===== src/rtl/irqc_pkg.sv =====
package irqc_pkg;
    typedef enum logic {
        ST_IDLE,
        ST_PRESENT
    } irqc_state_e;
endpackage


===== src/rtl/irqc_pin_cond.sv =====
module irqc_pin_cond #(
    parameter int NUM_PIN = 2
) (
    input  logic               clk,
    input  logic               rst_n,
    input  logic [NUM_PIN-1:0] pin_n,
    input  logic [NUM_PIN-1:0] edge_mode,
    input  logic [NUM_PIN-1:0] clr,
    output logic [NUM_PIN-1:0] pend
);
    for (genvar g = 0; g < NUM_PIN; g++) begin : g_pin
        logic sy1, sy2, sy3, eflag, fall;

        assign fall = sy3 & ~sy2;

        always_ff @(posedge clk or negedge rst_n) begin
            if (!rst_n) begin
                sy1   <= 1'b1;
                sy2   <= 1'b1;
                sy3   <= 1'b1;
                eflag <= 1'b0;
            end else begin
                sy1 <= pin_n[g];
                sy2 <= sy1;
                sy3 <= sy2;
                if (edge_mode[g] && fall)
                    eflag <= 1'b1;
                else if (clr[g])
                    eflag <= 1'b0;
            end
        end

        assign pend[g] = edge_mode[g] ? eflag : ~sy2;


        edge_latch_chk: assert property (@(posedge clk) disable iff (!rst_n)
            (edge_mode[g] && sy3 && !sy2) |=> eflag);
    end
endmodule


===== src/rtl/irqc_arbiter.sv =====
module irqc_arbiter #(
    parameter int NUM_SRC = 11,
    parameter int LVL_W   = 2,
    parameter int SRC_W   = $clog2(NUM_SRC)
) (
    input  logic [NUM_SRC-1:0]       cand,
    input  logic [NUM_SRC*LVL_W-1:0] prio,
    output logic                     valid,
    output logic [SRC_W-1:0]         idx,
    output logic [LVL_W-1:0]         level
);
    always_comb begin
        valid = 1'b0;
        idx   = '0;
        level = '0;
        for (int i = NUM_SRC - 1; i >= 0; i--) begin
            if (cand[i] && (!valid || prio[i*LVL_W +: LVL_W] >= level)) begin
                valid = 1'b1;
                idx   = SRC_W'(i);
                level = prio[i*LVL_W +: LVL_W];
            end
        end
    end
endmodule


===== src/rtl/irqc_top.sv =====
module irqc_top
    import irqc_pkg::*;
#(
    parameter int NUM_SRC    = 11,
    parameter int NUM_PIN    = 2,
    parameter int NUM_LVL    = 4,
    parameter int VEC_W      = 16,
    parameter int VEC_BASE   = 3,
    parameter int VEC_STRIDE = 8,
    parameter int SRC_W      = $clog2(NUM_SRC),
    parameter int LVL_W      = $clog2(NUM_LVL)
) (
    input  logic                       clk,
    input  logic                       rst_n,
    input  logic [NUM_PIN-1:0]         pin_n,
    input  logic [NUM_PIN-1:0]         pin_edge,
    input  logic [NUM_SRC-NUM_PIN-1:0] periph_req,
    input  logic [NUM_SRC-1:0]         src_en,
    input  logic                       global_en,
    input  logic [NUM_SRC*LVL_W-1:0]   src_prio,
    input  logic                       irq_ack,
    input  logic                       irq_reti,
    output logic                       irq_req,
    output logic [SRC_W-1:0]           irq_src,
    output logic [VEC_W-1:0]           irq_vec,
    output logic [LVL_W-1:0]           irq_level,
    output logic [NUM_LVL-1:0]         in_service
);
    localparam int NUM_PER = NUM_SRC - NUM_PIN;

    irqc_state_e          state_q, state_d;
    logic [SRC_W-1:0]     lat_src_q;
    logic [LVL_W-1:0]     lat_lvl_q;
    logic [NUM_LVL-1:0]   isr_q, isr_d;
    logic [NUM_PER-1:0]   per_q, per_keep;
    logic [NUM_PIN-1:0]   pin_pend;
    logic [NUM_SRC-1:0]   pend, cand, clr_src;
    logic                 act_any, win_valid, commit, lat_live;
    logic [LVL_W-1:0]     act_lvl, win_lvl;
    logic [SRC_W-1:0]     win_idx;

    assign commit  = (state_q == ST_PRESENT) && irq_ack;
    assign clr_src = commit ? (NUM_SRC'(1) << lat_src_q) : '0;

    irqc_pin_cond #(.NUM_PIN(NUM_PIN)) u_pins (
        .clk       (clk),
        .rst_n     (rst_n),
        .pin_n     (pin_n),
        .edge_mode (pin_edge),
        .clr       (clr_src[NUM_PIN-1:0]),
        .pend      (pin_pend)
    );

    // peripheral pending flags: set wins over clear
    assign per_keep = per_q & ~clr_src[NUM_SRC-1:NUM_PIN];
    always_ff @(posedge clk or negedge rst_n) begin
        if (!rst_n) per_q <= '0;
        else        per_q <= per_keep | periph_req;
    end

    assign pend = {per_q, pin_pend};

    // highest active service level
    always_comb begin
        act_any = 1'b0;
        act_lvl = '0;
        for (int l = 0; l < NUM_LVL; l++) begin
            if (isr_q[l]) begin
                act_any = 1'b1;
                act_lvl = LVL_W'(l);
            end
        end
    end

    for (genvar s = 0; s < NUM_SRC; s++) begin : g_cand
        assign cand[s] = pend[s] & src_en[s] & global_en &
                         (!act_any || (src_prio[s*LVL_W +: LVL_W] > act_lvl));
    end

    irqc_arbiter #(.NUM_SRC(NUM_SRC), .LVL_W(LVL_W), .SRC_W(SRC_W)) u_arb (
        .cand  (cand),
        .prio  (src_prio),
        .valid (win_valid),
        .idx   (win_idx),
        .level (win_lvl)
    );

    assign lat_live = pend[lat_src_q] & src_en[lat_src_q] & global_en;

    // next state
    always_comb begin
        state_d = state_q;
        unique case (state_q)
            ST_IDLE:    if (win_valid) state_d = ST_PRESENT;
            ST_PRESENT: if (irq_ack || !lat_live) state_d = ST_IDLE;
            default:    state_d = ST_IDLE;
        endcase
    end

    // state register
    always_ff @(posedge clk or negedge rst_n) begin
        if (!rst_n) state_q <= ST_IDLE;
        else        state_q <= state_d;
    end

    // winner latch
    always_ff @(posedge clk or negedge rst_n) begin
        if (!rst_n) begin
            lat_src_q <= '0;
            lat_lvl_q <= '0;
        end else if (state_q == ST_IDLE && win_valid) begin
            lat_src_q <= win_idx;
            lat_lvl_q <= win_lvl;
        end
    end

    // in-service stack: return clears first, then commit sets
    always_comb begin
        isr_d = isr_q;
        if (irq_reti && act_any) isr_d[act_lvl] = 1'b0;
        if (commit)              isr_d[lat_lvl_q] = 1'b1;
    end

    always_ff @(posedge clk or negedge rst_n) begin
        if (!rst_n) isr_q <= '0;
        else        isr_q <= isr_d;
    end

    // outputs
    always_comb begin
        irq_req    = (state_q == ST_PRESENT);
        irq_src    = lat_src_q;
        irq_level  = lat_lvl_q;
        irq_vec    = VEC_W'(VEC_BASE) + VEC_W'(lat_src_q) * VEC_W'(VEC_STRIDE);
        in_service = isr_q;
    end


    preempt_level_chk: assert property (@(posedge clk) disable iff (!rst_n)
        irq_req |-> (!act_any || (irq_level > act_lvl)));

    ack_drop_chk: assert property (@(posedge clk) disable iff (!rst_n)
        (irq_req && irq_ack) |=> !irq_req);

    isr_hold_chk: assert property (@(posedge clk) disable iff (!rst_n)
        (!(irq_req && irq_ack) && !irq_reti) |=> $stable(in_service));

    global_mask_chk: assert property (@(posedge clk) disable iff (!rst_n)
        (!irq_req && !global_en) |=> !irq_req);

    pend_hold_chk: assert property (@(posedge clk) disable iff (!rst_n)
        1'b1 |=> ((per_q & $past(per_keep)) == $past(per_keep)));
endmodule


===== config.mk =====
export PLATFORM = sky130hd
export DESIGN_NAME = irqc_top
export DESIGN_NICKNAME = d
export VERILOG_FILES = /design/src/rtl/irqc_pkg.sv /design/src/rtl/irqc_pin_cond.sv /design/src/rtl/irqc_arbiter.sv /design/src/rtl/irqc_top.sv
export SDC_FILE = /design/constraint.sdc
export NUM_CORES = 1
export LEC_CHECK = 0
export BUFFER_PORTS_ARGS = -buffer_cell sky130_fd_sc_hd__buf_4
export CORE_ASPECT_RATIO = 0.5
export CORE_MARGIN = 10
export CORE_UTILIZATION = 43
export CTS_BUF_LIST = sky130_fd_sc_hd__clkbuf_4 sky130_fd_sc_hd__clkbuf_8 sky130_fd_sc_hd__clkbuf_16
export DETAILED_ROUTE_END_ITERATION = 10
export PLACE_DENSITY = 0.69
export SLEW_MARGIN = 20
export SYNTH_ARGS = -nofsm -noshare
export SYNTH_HDL_FRONTEND = slang
export SYNTH_SLANG_ARGS = --single-unit

===== constraint.sdc =====
create_clock -name clk -period 13.1 [get_ports clk]
set_input_delay 1.31 -clock clk [delete_from_list [all_inputs] [get_ports clk]]
set_output_delay 1.31 -clock clk [all_outputs]
set_load 0.05 [all_outputs]

# Word level (Yosys, flattened, before mapping)
# Index checks and enable logic that the tools add are counted.
totals:
  in_bits: 51
  elab_cells: 200
  reg_bits: 28
  out_inout_bits: 27
classes:
  n_reduce_logical: 53
  n_bitwise: 46
  n_shift: 1
  muxes: 60
  n_lt_le_gt_ge: 26
  n_addsub: 1
ops:
  columns: ["cell", "count"]
  rows:
  - ["$mux 4", 13]
  - ["$and 1x1->1", 37]
  - ["$mux 1", 28]
  - ["$mux 2", 13]
  - ["$gt 2x2->1", 11]
  - ["$logic_or 1x1->1", 22]
  - ["$ge 2x2->1", 10]
  - ["$logic_and 1x1->1", 17]
  - ["$logic_not 1->1", 12]
  - ["$mux 11", 1]
  - ["$shl 1x4->11 const A", 1]
  - ["$and 9x9->9", 1]
  - ["$not 9->9", 1]
  - ["$or 9x9->9", 1]
  - ["$add 2x7->8 const A", 1]
  - ["$bmux 1 s4", 2]
  - ["$lt 2x3->1 const B", 2]
  - ["$lt 4x5->1 const B", 1]
  - ["$and 4x4->4", 1]
  - ["$demux 1 s2", 2]
  - ["$ge 2x1->1 const B", 2]
  - ["$not 4->4", 1]
  - ["$or 4x4->4", 1]
  - ["$reduce_bool 2->1", 2]
  - ["other kinds (2)", 4]

# Depth between registers and ports, before layout
logic_depth:
  depth_word: 50
  ltp_mapped: 74
  depth_no_buf: 74

# Cells and area by module
# A second synthesis with hierarchy kept.
hier_totals:
  hier_cells: 361
  hier_area_um2: 2979.1
by_module_without_submodules:
  columns: ["module", "area_each_um2", "instances", "cells_each"]
  rows:
  - ["irqc_top", 1712.9, 1, 202]
  - ["irqc_arbiter", 1001.0, 1, 141]
  - ["irqc_pin_cond", 265.3, 1, 18]

# Least setup slack after synthesis
# Ideal clock, no wire load.
synth_timing:
  kind: "in2reg"
  from: "in src_prio[21]"
  to: "reg lat_lvl_q[0], in the netlist irq_level[0]"
  path_slack_ps: -803
  path_buffers: 0
  cell_stages: 70
  arrival_time_ps: 13816
  setup_time_ps: 87
  required_time_ps: 13013
  cell_sequence: "ha_1 nor2b_4 o21ai_1 a211oi_1 ha_1 or2b_2 a21o_2 a211o_1 a21boi_0 o21bai_1 ha_1 nand2b_1 a21oi_1 and2b_1 a211oi_2 a311oi_1 a21oi_1 ha_1 [34 not listed] o21ai_0 nand2_2 mux2_4 ha_1 nand2b_1 a21oi_1 o21ai_0 nand3_1 a21bo_2 a31o_1 ha_1 nand2b_1 a21oi_1 a21bo_2 nand2b_1 a21oi_1 nand3_1 o211ai_1"
synth_between:
  elab_chain_cells: 45
  word_cells_on_any_way: 66
  classes_between: "11 x order compare; 22 x mux; 1 x bitwise; 32 x reduce/logical"
synth_rtl:
  columns: ["item", "line_no", "rtl"]
  rows:
  - ["start: declaration", "irqc_top.sv:20", "input logic [NUM_SRC*LVL_W-1:0] src_prio,"]
  - ["$gt 2x2->1", "irqc_top.sv:77", "(!act_any || (src_prio[s*LVL_W +: LVL_W] > act_lvl));"]
  - ["$logic_or 1x1->1", "irqc_top.sv:77", null]
  - ["$and 1x1->1", "irqc_top.sv:76", "assign cand[s] = pend[s] & src_en[s] & global_en &"]
  - ["$mux 2 / $mux 1 (equally long branches)", "irqc_arbiter.sv:17", "if (cand[i] && (!valid || prio[i*LVL_W +: LVL_W] >= level)) begin"]
  - ["$ge 2x2->1 / $logic_not 1->1 (equally long branches)", "irqc_arbiter.sv:17", null]
  - ["$logic_or 1x1->1", "irqc_arbiter.sv:17", null]
  - ["$logic_and 1x1->1", "irqc_arbiter.sv:17", null]
  - ["$mux 2 / $mux 1 (equally long branches)", "irqc_arbiter.sv:17", null]
  - ["[29 not listed]", null, null]
  - ["$logic_or 1x1->1", "irqc_arbiter.sv:17", null]
  - ["$logic_and 1x1->1", "irqc_arbiter.sv:17", null]
  - ["$mux 2 / $mux 1 (equally long branches)", "irqc_arbiter.sv:17", null]
  - ["$ge 2x2->1 / $logic_not 1->1 (equally long branches)", "irqc_arbiter.sv:17", null]
  - ["$logic_or 1x1->1", "irqc_arbiter.sv:17", null]
  - ["$logic_and 1x1->1", "irqc_arbiter.sv:17", null]
  - ["$mux 1", "irqc_arbiter.sv:17", null]
  - ["$logic_and 1x1->1", "irqc_top.sv:111", "end else if (state_q == ST_IDLE && win_valid) begin"]
  - ["end signal: assignment", "irqc_top.sv:113", "lat_lvl_q <= win_lvl;"]
  - ["end: declaration", "irqc_top.sv:33", "logic [LVL_W-1:0] lat_lvl_q;"]
# Parallel ways exist; a longest one is shown, timed or not.
# A chain may end at the register's enable or synchronous reset.

# Worst setup path after layout
# Same ends and word-level chain as after synthesis.

==> run summary <==
Seq/Total Area, Yosys: 22.4%
Flop pwr share: 12.3%
top cell type's share of synthesized area: 17.4%
area of the multi-input gates: 2550 µm²
WP data arrival: 13370 ps
Area Growth Syn to Fin: 43.8%
Hold Crit Class: reg2reg
met1 wire length: 4.38 mm
Synth cell types: 80
Async SR Flop Fraction: 100%
die height: 80.6 µm
top cells by area, synth: dfrtp_1 17%, ha_1 16%, dfstp_2 5.0%, o21ai_0 4.8%, nand2_1 4.2%
TritonCTS buffer count: 3
RSZ-0062 raised after global routing: true
GR Overflow Total: 0
wire per inst: 17.2 µm
Hold Fails Final Rpt: 0
cell repeated most along the worst path: ha_1
failing checks: negative setup slack
WP buf/inv: 4
post-route ant nets: 0
Startpoint Class: input port
Hold Buf Count CTS: 0
# nets final: 579
DR iter-0 viols: 178
die area: 11400 µm²
final setup vio count: 6
Ant. Diodes: 0
TritonCTS Sinks: 28
CTS tree: yes
Max stage delay on crit path: 420 ps
Tcrit/Tclk final: 101%
Final min period: 13180 ps
Lkg Pwr: 0.00213 µW
Post-synth EDFFs: 0
hpwl dp: 7.78 mm
Slowest-stage cell, CP: a2111o_1
Pre-antenna DRT Iters: 4
initial antenna violation count: 0
WL met3: 694 µm
Die W: 141 µm
post-route DRC violation count: 0
clock power share: 6.0%
Syn. warnings: 0
outcome: finished with violations
Port Buffers: 65
final setup skew: 9.99 ps
Avg Cell Area, Syn: 8.68 µm²
IO Count: 78
Seq. cell area: 708 µm²
Max FO, Critical Path: 4
met2 WL: 4.82 mm
Clock Pin Slew Worst Setup and Hold Paths: 70 ps
setup ws final: -82.8 ps
vias in the first global route: 3347
Req. time, crit path: 13280 ps
vias per cell: 5.59
leading area contributor after synthesis: dfrtp_1
share of layout cells above drive strength 1: 46.0%
Placed Area: 4100 µm²
largest net degree at the start of global routing: 29
Synth Flop Type: dfrtp_1
Core Box Area: 6910 µm²
PwrDens: 269 nW/µm²
Worst slew margin: 55.6%
max-cap check violation count: 0
total routed wirelength: 9.95 mm
Tot GR Track Use: 16.9%
post-synthesis instance total: 364
CTS H-Tree Depth: 1
fillers: 567
crit end category: flip-flop
Root Buffer: clkbuf_16
cell area after layout: 4540 µm²
max layer used: met4
Starting Density: 45.7%
first-pass GRT wire length: 16.3 mm
combinational share of power: 81.7%
Worst VDD drop: 0.163 mV
Synth Register Bits: 28
pins over their slew limit: 0
Top Family by Delay on Critical Path: compound AO/OA/AOI/OAI gates
Post-Syn Area: 3160 µm²
FMAX: 0.0759 GHz
Placer Congestion: 0.893
Net Switching: 588 µW
kind of critical path: in2reg
internal power: 633 µW
CTS max path bufs: 2
Row Count: 21
DR vias: 3239
total power: 1220 µW
clk_lat worst skew: 270 ps
Sw Share: 48.2%
actual slew at the worst max-slew pin: 662 ps
-- layout by cell type (no fill, tap or decap), types with 3 or more instances in the layout --
cell type,instances
o21ai_1,6
nand3_1,3
dfrtp_1,22
mux2i_1,4
a21boi_2,4
a211oi_1,3
ha_1,37
dfstp_2,6
a21oi_2,5
o21ai_2,5
a21oi_4,3
o21a_1,3
a31o_2,3
o21ai_0,23
ha_4,3
nor3_1,3
nand3_2,3
nor2b_1,8
nand2b_1,14
clkbuf_16,3
nand2_2,6
a31oi_1,3
nor2_1,13
o31ai_1,6
nand2_1,30
buf_6,5
or3_1,3
o211ai_1,4
inv_1,26
a21oi_1,12
nand2b_4,6
conb_1,12
buf_4,125
or2b_4,3
-- logic make-up (layout without fill, tap and decap cells) --
family	count (synthesis)	count (layout)	synth area share (%)
adders and majority gates	40	40	15.8
buffers and inverters	47	160	8.04
muxes	7	7	2.81
DFF	28	28	22.4
and+or+nand+nor	109	109	19.0
other	2	12	0.238
AOI/OAI and AO/OA	131	131	31.7
-- Yosys cell counts, types with 2 or more instances --
cell and count:
a211o_1 3, a211oi_1 4, a21bo_2 2, a21boi_0 4
a21o_1 2, a21o_2 3, a21oi_1 20, a221oi_1 2
a2bb2oi_1 2, a311oi_1 2, a31o_2 3, a31oi_1 3
and3_1 2, buf_4 16, clkbuf_1 3, conb_1 2
dfrtp_1 22, dfstp_2 6, ha_1 40, inv_1 26
mux2i_1 4, nand2_1 35, nand2b_1 20, nand3_1 6
nor2_1 16, nor2b_1 8, nor3_1 3, o2111ai_1 2
o211ai_1 4, o21a_1 3, o21ai_0 30, o21ai_1 5
o21bai_1 2, o221a_2 2, o31ai_1 8, or2b_2 3
or3_1 3
-- layer usage --
metal  GRT usage (%)  vias up
li1                -     1573
met1            21.4     1541
met3            2.88       11
met2            30.4      114
met4            1.74        0
met5               0        -
-- what timing repair did --
item,CTS,global route
gates resized for setup,26,17
endpoints found under the setup margin,6,6
pin swaps,43,40
setup buffers,16,5
-- layout make-up --
| type | count | area share (%) |
|---|---|---|
| Multi-Input combinational cell | 299 | 56.0 |
| Timing Repair Buffer | 130 | 21.9 |
| Sequential cell | 28 | 15.6 |
| Tap cell | 92 | 2.53 |
| Inverter | 26 | 2.15 |
| Clock buffer | 4 | 1.82 |
-- power by group through the flow --
stage | logic, µW | clock network (µW) | registers, µW
6_report | 998 | 72.7 | 151
5_1_grt | 1080 | 76.8 | 156
4_1_cts | 931 | 73.7 | 149
3_5_place_dp | 827 | 0 | 150
3_3_place_gp | 809 | 0 | 150
2_1_floorplan | 528 | 0 | 183
-- sequential cells by signal, summed over array words and instances (netlist names) --
name	count
u_pins.g_pin.eflag	2
irq_req	1
irq_level	2
irq_src	4
per_q	9
u_pins.g_pin.sy1	2
in_service	4
u_pins.g_pin.sy2	2
u_pins.g_pin.sy3	2
-- path summary, 6_finish.rpt --
kind / to / cells past startpoint / slack, ps / from
worst max-delay path: irq_level[0]$_DFFE_PN0P_ / 68 / -80 / src_prio[21]
worst min-delay path: u_pins.g_pin[1].sy2$_DFF_PN1_ / 0 / 360 / u_pins.g_pin[1].sy1$_DFF_PN1_
worst max register to register: irq_level[0]$_DFFE_PN0P_ / 69 / 260 / in_service[2]$_DFF_PN0_
worst min register to register: u_pins.g_pin[1].sy2$_DFF_PN1_ / 0 / 360 / u_pins.g_pin[1].sy1$_DFF_PN1_
max in group asynchronous: u_pins.g_pin[1].sy3$_DFF_PN1_ / 1 / 11850 / rst_n
min in group asynchronous: irq_req$_DFF_PN0_ / 1 / 950 / rst_n
-- metrics by stage --
stage | instances | hold slack [ps] | setup slack [ps] | TNS (ps) | util [%]
after global routing | 579 | 363 | -580 | -3140 | 65.8
after CTS | 574 | 358 | -95.3 | -225 | 64.1
after detailed placement | 554 | 349 | -590 | -3130 | 59.3
after global placement | 554 | 346 | -230 | -977 | 59.3
final | 579 | 356 | -82.8 | -135 | 65.8
after floorplan | 374 | 345 | 5.40 | 0 | -
Power figures use the tool's default switching activity.
